`src/rtl/mcf_pkg.sv`:
```
package mcf_pkg;
  localparam int          MAC_W    = 48;
  localparam int          CRC_W    = 32;
  localparam logic [31:0] CRC_POLY = 32'hEDB88320;
  localparam int          HASH_W   = 9;
  localparam int          TBL_BITS = 1 << HASH_W;
  localparam int          WORD_W   = 16;
  localparam int          TBL_WORDS = TBL_BITS / WORD_W;
  localparam int          STA_WORDS = MAC_W / WORD_W;
  localparam int          PTR_W    = 10;
  localparam logic [PTR_W-1:0] TBL_BASE = 10'h200;
  localparam int          CFG_W    = 32;

  // mode word field positions
  localparam int MB_BCAST_HI = 31;
  localparam int MB_BCAST_LO = 30;
  localparam int MB_ALLMC    = 29;
  localparam int MB_ALLUC    = 28;
  localparam int MB_OWN      = 27;
  localparam int MB_HASHMC   = 21;

  typedef enum logic [1:0] {
    RSN_BCAST   = 2'd0,
    RSN_EXACT   = 2'd1,
    RSN_HASH    = 2'd2,
    RSN_PROMISC = 2'd3
  } reason_e;

  typedef struct packed {
    logic bcast;
    logic allmc;
    logic alluc;
    logic own;
    logic hashmc;
  } mode_t;

  // one bit of the reflected CRC, shifting right
  function automatic logic [CRC_W-1:0] crc_step(input logic [CRC_W-1:0] c,
                                                input logic b);
    crc_step = (c >> 1) ^ ((c[0] ^ b) ? CRC_POLY : '0);
  endfunction

  function automatic mode_t mode_decode(input logic [CFG_W-1:0] w);
    mode_t m;
    m.bcast  = w[MB_BCAST_HI] | w[MB_BCAST_LO];
    m.allmc  = w[MB_ALLMC];
    m.alluc  = w[MB_ALLUC];
    m.own    = w[MB_OWN];
    m.hashmc = w[MB_HASHMC];
    return m;
  endfunction
endpackage

```
`src/rtl/mcf_cfg_regs.sv`:
```
module mcf_cfg_regs
  import mcf_pkg::*;
#(
  parameter int AW = MAC_W,
  parameter int TB = TBL_BITS,
  parameter int WW = WORD_W
) (
  input  logic             clk,
  input  logic             rst_n,
  input  logic             reg_wr,
  input  logic [1:0]       reg_sel,
  input  logic [CFG_W-1:0] reg_wdata,
  output logic [AW-1:0]    station,
  output logic [TB-1:0]    table_q,
  output mode_t            mode
);
  localparam int NSTA = AW / WW;
  localparam int NTBL = TB / WW;

  logic [PTR_W-1:0] ptr_q;
  logic             data_wr;
  logic [WW-1:0]    wword;

  assign data_wr = reg_wr && (reg_sel == 2'd1);
  assign wword   = reg_wdata[WW-1:0];

  always_ff @(posedge clk) begin
    if (!rst_n) begin
      ptr_q <= '0;
      mode  <= '0;
    end else if (reg_wr) begin
      if (reg_sel == 2'd0) ptr_q <= reg_wdata[PTR_W-1:0];
      if (reg_sel == 2'd2) mode  <= mode_decode(reg_wdata);
    end
  end

  for (genvar s = 0; s < NSTA; s++) begin : g_sta
    logic hit_s;
    assign hit_s = data_wr && (ptr_q == PTR_W'(2*s));
    always_ff @(posedge clk) begin
      if (!rst_n)     station[s*WW +: WW] <= '0;
      else if (hit_s) station[s*WW +: WW] <= wword;
    end
  end

  for (genvar t = 0; t < NTBL; t++) begin : g_tbl
    logic hit_t;
    assign hit_t = data_wr && (ptr_q == TBL_BASE + PTR_W'(2*t));
    always_ff @(posedge clk) begin
      if (!rst_n)     table_q[t*WW +: WW] <= '0;
      else if (hit_t) table_q[t*WW +: WW] <= wword;
    end
  end

  logic tbl_range;
  assign tbl_range = (ptr_q >= TBL_BASE) && (ptr_q < TBL_BASE + PTR_W'(2*NTBL)) && !ptr_q[0];

  AST_TBL_WORD_LANDS: assert property (@(posedge clk) disable iff (!rst_n)
    (data_wr && tbl_range) |=> (table_q[{$past(ptr_q[5:1]), 4'b0000} +: WW] == $past(wword)));

  AST_STA_WORD_LANDS: assert property (@(posedge clk) disable iff (!rst_n)
    (data_wr && ptr_q == '0) |=> (station[WW-1:0] == $past(wword)));
endmodule

```
`src/rtl/mcf_crc_engine.sv`:
```
module mcf_crc_engine
  import mcf_pkg::*;
#(
  parameter int AW = MAC_W,
  parameter int HW = HASH_W
) (
  input  logic          clk,
  input  logic          rst_n,
  input  logic          start,
  input  logic [AW-1:0] addr_in,
  output logic          busy_q,
  output logic          eval_q,
  output logic [AW-1:0] addr_q,
  output logic [HW-1:0] hash_idx
);
  localparam int CNT_W = $clog2(AW);
  localparam logic [CNT_W-1:0] LAST = CNT_W'(AW - 1);

  logic [CNT_W-1:0] cnt_q;
  logic [CRC_W-1:0] crc_q;
  logic             accept_start;

  assign accept_start = start && !busy_q && !eval_q;
  assign hash_idx     = crc_q[HW-1:0];

  always_ff @(posedge clk) begin
    if (!rst_n) begin
      busy_q <= 1'b0;
      eval_q <= 1'b0;
      cnt_q  <= '0;
      crc_q  <= '0;
      addr_q <= '0;
    end else begin
      eval_q <= 1'b0;
      if (accept_start) begin
        busy_q <= 1'b1;
        cnt_q  <= '0;
        crc_q  <= '1;
        addr_q <= addr_in;
      end else if (busy_q) begin
        crc_q <= crc_step(crc_q, addr_q[cnt_q]);
        if (cnt_q == LAST) begin
          busy_q <= 1'b0;
          eval_q <= 1'b1;
        end else begin
          cnt_q <= cnt_q + 1'b1;
        end
      end
    end
  end

  AST_START_IGNORED: assert property (@(posedge clk) disable iff (!rst_n)
    (busy_q || eval_q) |=> $stable(addr_q));

  AST_CNT_BOUND: assert property (@(posedge clk) disable iff (!rst_n)
    busy_q |-> (cnt_q <= LAST));

  AST_EVAL_AFTER_LAST: assert property (@(posedge clk) disable iff (!rst_n)
    eval_q |-> ($past(busy_q) && $past(cnt_q) == LAST));
endmodule

```
`src/rtl/mcf_decide.sv`:
```
module mcf_decide
  import mcf_pkg::*;
#(
  parameter int AW = MAC_W,
  parameter int HW = HASH_W,
  parameter int TB = TBL_BITS
) (
  input  logic [AW-1:0] addr,
  input  logic [AW-1:0] station,
  input  logic [TB-1:0] table_q,
  input  mode_t         mode,
  input  logic [HW-1:0] hash_idx,
  output logic          accept,
  output reason_e       reason
);
  logic is_bcast, is_mc, hash_hit, own_hit;

  assign is_bcast = &addr;
  assign is_mc    = addr[0];
  assign hash_hit = table_q[hash_idx];
  assign own_hit  = (addr == station);

  always_comb begin
    accept = 1'b0;
    reason = RSN_BCAST;
    if (is_bcast) begin
      accept = mode.bcast;
    end else if (is_mc) begin
      if (mode.allmc) begin
        accept = 1'b1;
        reason = RSN_PROMISC;
      end else if (mode.hashmc && hash_hit) begin
        accept = 1'b1;
        reason = RSN_HASH;
      end
    end else begin
      if (mode.alluc) begin
        accept = 1'b1;
        reason = RSN_PROMISC;
      end else if (mode.own && own_hit) begin
        accept = 1'b1;
        reason = RSN_EXACT;
      end
    end
  end

  always_comb begin
    AST_REJECT_REASON_ZERO: assert (accept || reason == RSN_BCAST);
  end
endmodule

```
`src/rtl/mcf_filter_top.sv`:
```
module mcf_filter_top
  import mcf_pkg::*;
#(
  parameter int AW = MAC_W,
  parameter int HW = HASH_W,
  parameter int WW = WORD_W,
  localparam int TB = 1 << HW
) (
  input  logic             clk,
  input  logic             rst_n,
  input  logic             reg_wr,
  input  logic [1:0]       reg_sel,
  input  logic [CFG_W-1:0] reg_wdata,
  input  logic             dst_valid,
  input  logic [AW-1:0]    dst_addr,
  output logic             busy,
  output logic             done,
  output logic             accept,
  output logic [1:0]       reason
);
  logic [AW-1:0] station;
  logic [TB-1:0] table_q;
  mode_t         mode;
  logic          busy_q, eval_q;
  logic [AW-1:0] addr_q;
  logic [HW-1:0] hash_idx;
  logic          dec_accept;
  reason_e       dec_reason;

  mcf_cfg_regs #(.AW(AW), .TB(TB), .WW(WW)) u_cfg (
    .clk(clk), .rst_n(rst_n), .reg_wr(reg_wr), .reg_sel(reg_sel),
    .reg_wdata(reg_wdata), .station(station), .table_q(table_q), .mode(mode)
  );

  mcf_crc_engine #(.AW(AW), .HW(HW)) u_crc (
    .clk(clk), .rst_n(rst_n), .start(dst_valid), .addr_in(dst_addr),
    .busy_q(busy_q), .eval_q(eval_q), .addr_q(addr_q), .hash_idx(hash_idx)
  );

  mcf_decide #(.AW(AW), .HW(HW), .TB(TB)) u_dec (
    .addr(addr_q), .station(station), .table_q(table_q), .mode(mode),
    .hash_idx(hash_idx), .accept(dec_accept), .reason(dec_reason)
  );

  always_ff @(posedge clk) begin
    if (!rst_n) begin
      done   <= 1'b0;
      accept <= 1'b0;
      reason <= 2'd0;
    end else begin
      done <= eval_q;
      if (eval_q) begin
        accept <= dec_accept;
        reason <= dec_reason;
      end
    end
  end

  assign busy = busy_q | eval_q;

  AST_DONE_SINGLE: assert property (@(posedge clk) disable iff (!rst_n)
    done |=> !done);

  AST_RESULT_HELD: assert property (@(posedge clk) disable iff (!rst_n)
    !done |-> ($stable(accept) && $stable(reason)));

  AST_BCAST_REASON: assert property (@(posedge clk) disable iff (!rst_n)
    (done && accept && reason == RSN_BCAST) |-> (&addr_q));

  AST_EXACT_REASON: assert property (@(posedge clk) disable iff (!rst_n)
    (done && accept && reason == RSN_EXACT) |-> (addr_q == station && !addr_q[0]));

  AST_HASH_REASON: assert property (@(posedge clk) disable iff (!rst_n)
    (done && accept && reason == RSN_HASH) |-> (addr_q[0] && !(&addr_q)));
endmodule

```
`config.mk`:
```
export PLATFORM = sky130hd
export DESIGN_NAME = mcf_filter_top
export DESIGN_NICKNAME = d
export VERILOG_FILES = /design/src/rtl/mcf_pkg.sv /design/src/rtl/mcf_cfg_regs.sv /design/src/rtl/mcf_crc_engine.sv /design/src/rtl/mcf_decide.sv /design/src/rtl/mcf_filter_top.sv
export SDC_FILE = /design/constraint.sdc
export NUM_CORES = 2
export LEC_CHECK = 0
export ABC_AREA = 0
export BUFFER_PORTS_ARGS = -buffer_cell sky130_fd_sc_hd__clkbuf_2
export CAP_MARGIN = 15
export CORE_MARGIN = 5
export CORE_UTILIZATION = 45
export CTS_CLUSTER_SIZE = 25
export DETAILED_ROUTE_END_ITERATION = 6
export SLEW_MARGIN = 10
export SYNTH_ARGS = -nofsm -noshare
export SYNTH_HDL_FRONTEND = slang
export SYNTH_SLANG_ARGS = --single-unit
```
`constraint.sdc`:
```
create_clock -name clk -period 6.6 [get_ports clk]
set_input_delay 0 -clock clk [delete_from_list [all_inputs] [get_ports clk]]
set_output_delay 0 -clock clk [all_outputs]
set_load 0.02 [all_outputs]
```
==> flow_summary_export.csv <==
group,metric,value,unit
outcome,status,"finished with violations",
outcome,violations,"hold timing",
sta,fmax,0.2522,GHz
synth,synth_area_leader_cell,"dfxtp_1",
place,dp_hpwl,51810,um
floorplan,die_area,72780,sq um
cells_and_area,fill_cells,6188,
critical_path,crit_buf_inv,1,
critical_path,crit_required,7.09,ns
sta,min_period_over_period,60.08,%
critical_path,setup.worst_path.class,"register to register",
sta,slew_headroom,16.16,%
sta,rsz0062_at_grt,"false",
cells_and_area,stdcell_count,4292,
synth,synthDistinctLibCells,58,
sta,min_period,3.966,ns
synth,synth_top_family_by_area,"simple AND/OR/NAND/NOR gates",
power_and_ir_drop,irDropWorstVdd,0.1699,mV
floorplan,ios,91,
synth,postSynth.asyncResetShare,0,%
cells_and_area,nets,3456,
floorplan,die_w,269.8,um
critical_path,cp-end-kind,"register",
clock_network,hold_buffers,57,
clock_network,clock_path_buffers,3,
clock_network,clk_pin_slew_worst_paths,0.06,ns
synth,synth.most_common_cell,"nand2_1",
route,drt-pass1-iter-count,5,
synth,synth_edf_count,0,
critical_path,path_cells,"buf_4 -> mux4_2 -> nor2_1 -> nor3_1 -> or4_1 -> a221oi_1 -> nand4b_1 -> o32ai_1 -> nor3_1 -> nor3_1",
synth,synth.cell_area,30370,sq um
critical_path,cp_slowest_cell,"dfxtp_4",
floorplan,row_count,95,
synth,synth_fa_ha_area_share,0.04120,%
synth,yosys_warnings,0,
synth,synthCells,3404,
power_and_ir_drop,p_leak,10.81,nW
clock_network,cts_tree,"built",
synth,seq_area_frac_synth,43.97,%
sta,fin_tns_setup,0,ns
synth,synth_top_area_share,43.97,%
clock_network,clk_root_buffer_cell,"clkbuf_16",
route,wire_per_inst,20.97,um
synth,yosys-top-cells-count,"1198 x nand2_1, 667 x dfxtp_1, 556 x a21boi_0",
place,place.port_buffers,80,
sta,finClkSkew,0.01853,ns
sta,finalSetupViolations,0,
place,dp_slack,2.570,ns
place,dp.cells,4100,
global_routing,grt_first_pass_wirelength,138800,um
sta,whs,-0.02944,ns
route,wirelength,90000,um
critical_path,cp_data_arrival_time,4.46,ns
cells_and_area,drive_gt1_share,11.20,%
global_routing,grt_max_degree,202,
route,drc_errors,0,
synth,synth_mux_area_share,14.05,%
synth,ys.flop_type,"dfxtp_1",
critical_path,cpLargestDelayFamily,"simple AND/OR/NAND/NOR gates",
critical_path,startpoint_type,"register",
sta,hold_viol_final,2,
global_routing,overflow,0,
power_and_ir_drop,powerDensity,260.4,nW/um^2
synth,synth_xor_area_share,1.994,%
route,avgViaCountPerCell,5.652,
synth,synthTopCellsByArea,"dfxtp_1 44%, nand2_1 15%, a21boi_0 14%, mux4_2 10%, mux2i_1 3.6%",
hold_path,hold_class,"primary input to register",
clock_network,post_cts_resize_count,0,
global_routing,grt_pass1_vias,23600,
floorplan,core,67040,sq um
cells_and_area,antenna_cells,0,
route,drtIter0Drc,2202,
power_and_ir_drop,finalPower,8.835,mW
route,postRouteAntennaNets,0,
critical_path,cp_max_fo,30,
place,place_area,30980,sq um
synth,ys_seq_elements,667,
cells_and_area,area_growth,11.73,%
global_routing,antenna_found_initial,0,
sta,setup_slack,2.634,ns
synth,syn_nets,3491,
floorplan,start_util,45.30,%
cells_and_area,design_area,33930,sq um
job,maxCapViolCount,0,
cells_and_area,fin_util,50.61,%
synth,synth_compound_area_share,16.64,%
clock_network,cts_setup_buffers,0,
clock_network,cts_sinks,667,
sta,slew_violations,0,
floorplan,die_h,269.8,um
sta,worst_pin_slew,1.253,ns
clock_network,cts_buffers,74,
clock_network,clk_latency,0.61,ns
critical_path,slowest_delay,0.79,ns
place,globalplace.congestion,0.8634,
global_routing,track_usage,23.93,%
clock_network,htree_levels,3,
synth,synthSimpleGateAreaFrac,19.34,%
route,vias,24260,
synth,syn_avg_cell_area,8.921,sq um
critical_path,crit_top_cell,"nor3_1",
==> report_power, final <==
part	internal, mW	switching, mW
Clock	2.32	1.63
Combinational	0.282	0.430
Sequential	4.08	0.0960
==> per-layer routing <==
| metal | vias up | share of wire, % | GRT usage [%] | wire, um |
|---|---|---|---|---|
| met5 | - | 0 | 0 | 0 |
| met4 | 0 | 2.7 | 7.032 | 2457 |
| met3 | 179 | 6.2 | 3.784 | 5614 |
| met2 | 729 | 47 | 39.48 | 42590 |
| met1 | 11940 | 44 | 32.71 | 39340 |
| li1 | 11410 | - | - | - |
==> worst paths after layout <==
check	endpoint	cells after the start	start	slack [ns]
hold reg to reg	u_cfg.table_q[204]$_SDFFE_PN0P_	2	u_cfg.table_q[204]$_SDFFE_PN0P_	0.45
setup reg to reg	accept$_SDFFE_PN0P_	10	u_crc.crc_q[0]$_SDFFE_PN0P_	2.63
hold / removal	reason[0]$_SDFFE_PN0P_	2	rst_n	-0.03
setup / recovery	accept$_SDFFE_PN0P_	10	u_crc.crc_q[0]$_SDFFE_PN0P_	2.63
==> worst register-to-register path: cells and delay by family, from the launching register on <==
| family | cells | cell delay (ns) |
|---|---|---|
| AND/OR/NAND/NOR | 6 | 1.27 |
| flip-flops | 1 | 0.79 |
| AO/OA/AOI/OAI | 2 | 0.74 |
| multiplexers | 1 | 0.57 |
| buffers and inverters | 1 | 0.50 |
==> layout by cell type, fill, tap and decap left out, types with 4 or more instances in the layout <==
| cell type | Yosys | routed |
|---|---|---|
| a211oi_1 | 5 | 5 |
| a21boi_0 | 556 | 556 |
| a21boi_1 | 23 | 23 |
| a21oi_1 | 20 | 20 |
| a221oi_1 | 4 | 4 |
| a22oi_1 | 20 | 20 |
| and3_1 | 4 | 4 |
| buf_2 | 20 | 4 |
| buf_4 | 14 | 37 |
| clkbuf_1 | 242 | 24 |
| clkbuf_16 | 0 | 77 |
| clkbuf_2 | 0 | 75 |
| clkbuf_8 | 0 | 13 |
| clkinv_2 | 0 | 9 |
| dfxtp_1 | 667 | 661 |
| dlygate4sd3_1 | 0 | 57 |
| inv_1 | 4 | 4 |
| mux2i_1 | 110 | 110 |
| mux4_2 | 140 | 140 |
| nand2_1 | 1198 | 1197 |
| nand2b_1 | 11 | 11 |
| nand3_1 | 16 | 16 |
| nand3b_1 | 5 | 5 |
| nand4_1 | 28 | 28 |
| nor2_1 | 62 | 59 |
| nor2b_1 | 77 | 77 |
| nor3_1 | 17 | 17 |
| nor4_1 | 8 | 8 |
| o211ai_1 | 4 | 4 |
| o21ai_0 | 4 | 4 |
| o22ai_1 | 6 | 6 |
| o31ai_1 | 15 | 15 |
| xnor2_1 | 61 | 61 |
| xor2_1 | 5 | 5 |
==> logic make-up after synthesis <==
group,after synthesis
buffers and inverters,294
adders and majority gates,1
muxes,251
AOI/OAI and AO/OA,679
DFF,667
xor gates and xnor gates,67
and+or+nand+nor,1445
==> registers in the layout, indices dropped and copies added (netlist names) <==
register       flops
u_crc.addr_q      48
u_crc.cnt_q        6
u_crc.busy_q       1
u_cfg.table_q    512
u_cfg.ptr_q       10
reason             2
u_cfg.mode         5
done               1
accept             1
u_crc.eval_q       1
u_crc.crc_q       32
u_cfg.station     48
==> cell type report <==
class / instances / area (sq um) / share of cell area (%)
repair buffers: 178 / 1334 / 3.931
flip-flops and latches: 667 / 13370 / 39.40
clock inverters: 12 / 92.59 / 0.2729
well taps: 873 / 1092 / 3.220
inverters: 5 / 18.77 / 0.05532
clock buffers: 114 / 2196 / 6.472
multi-input cells: 2443 / 15830 / 46.65
(Power assumes the default switching activity.)
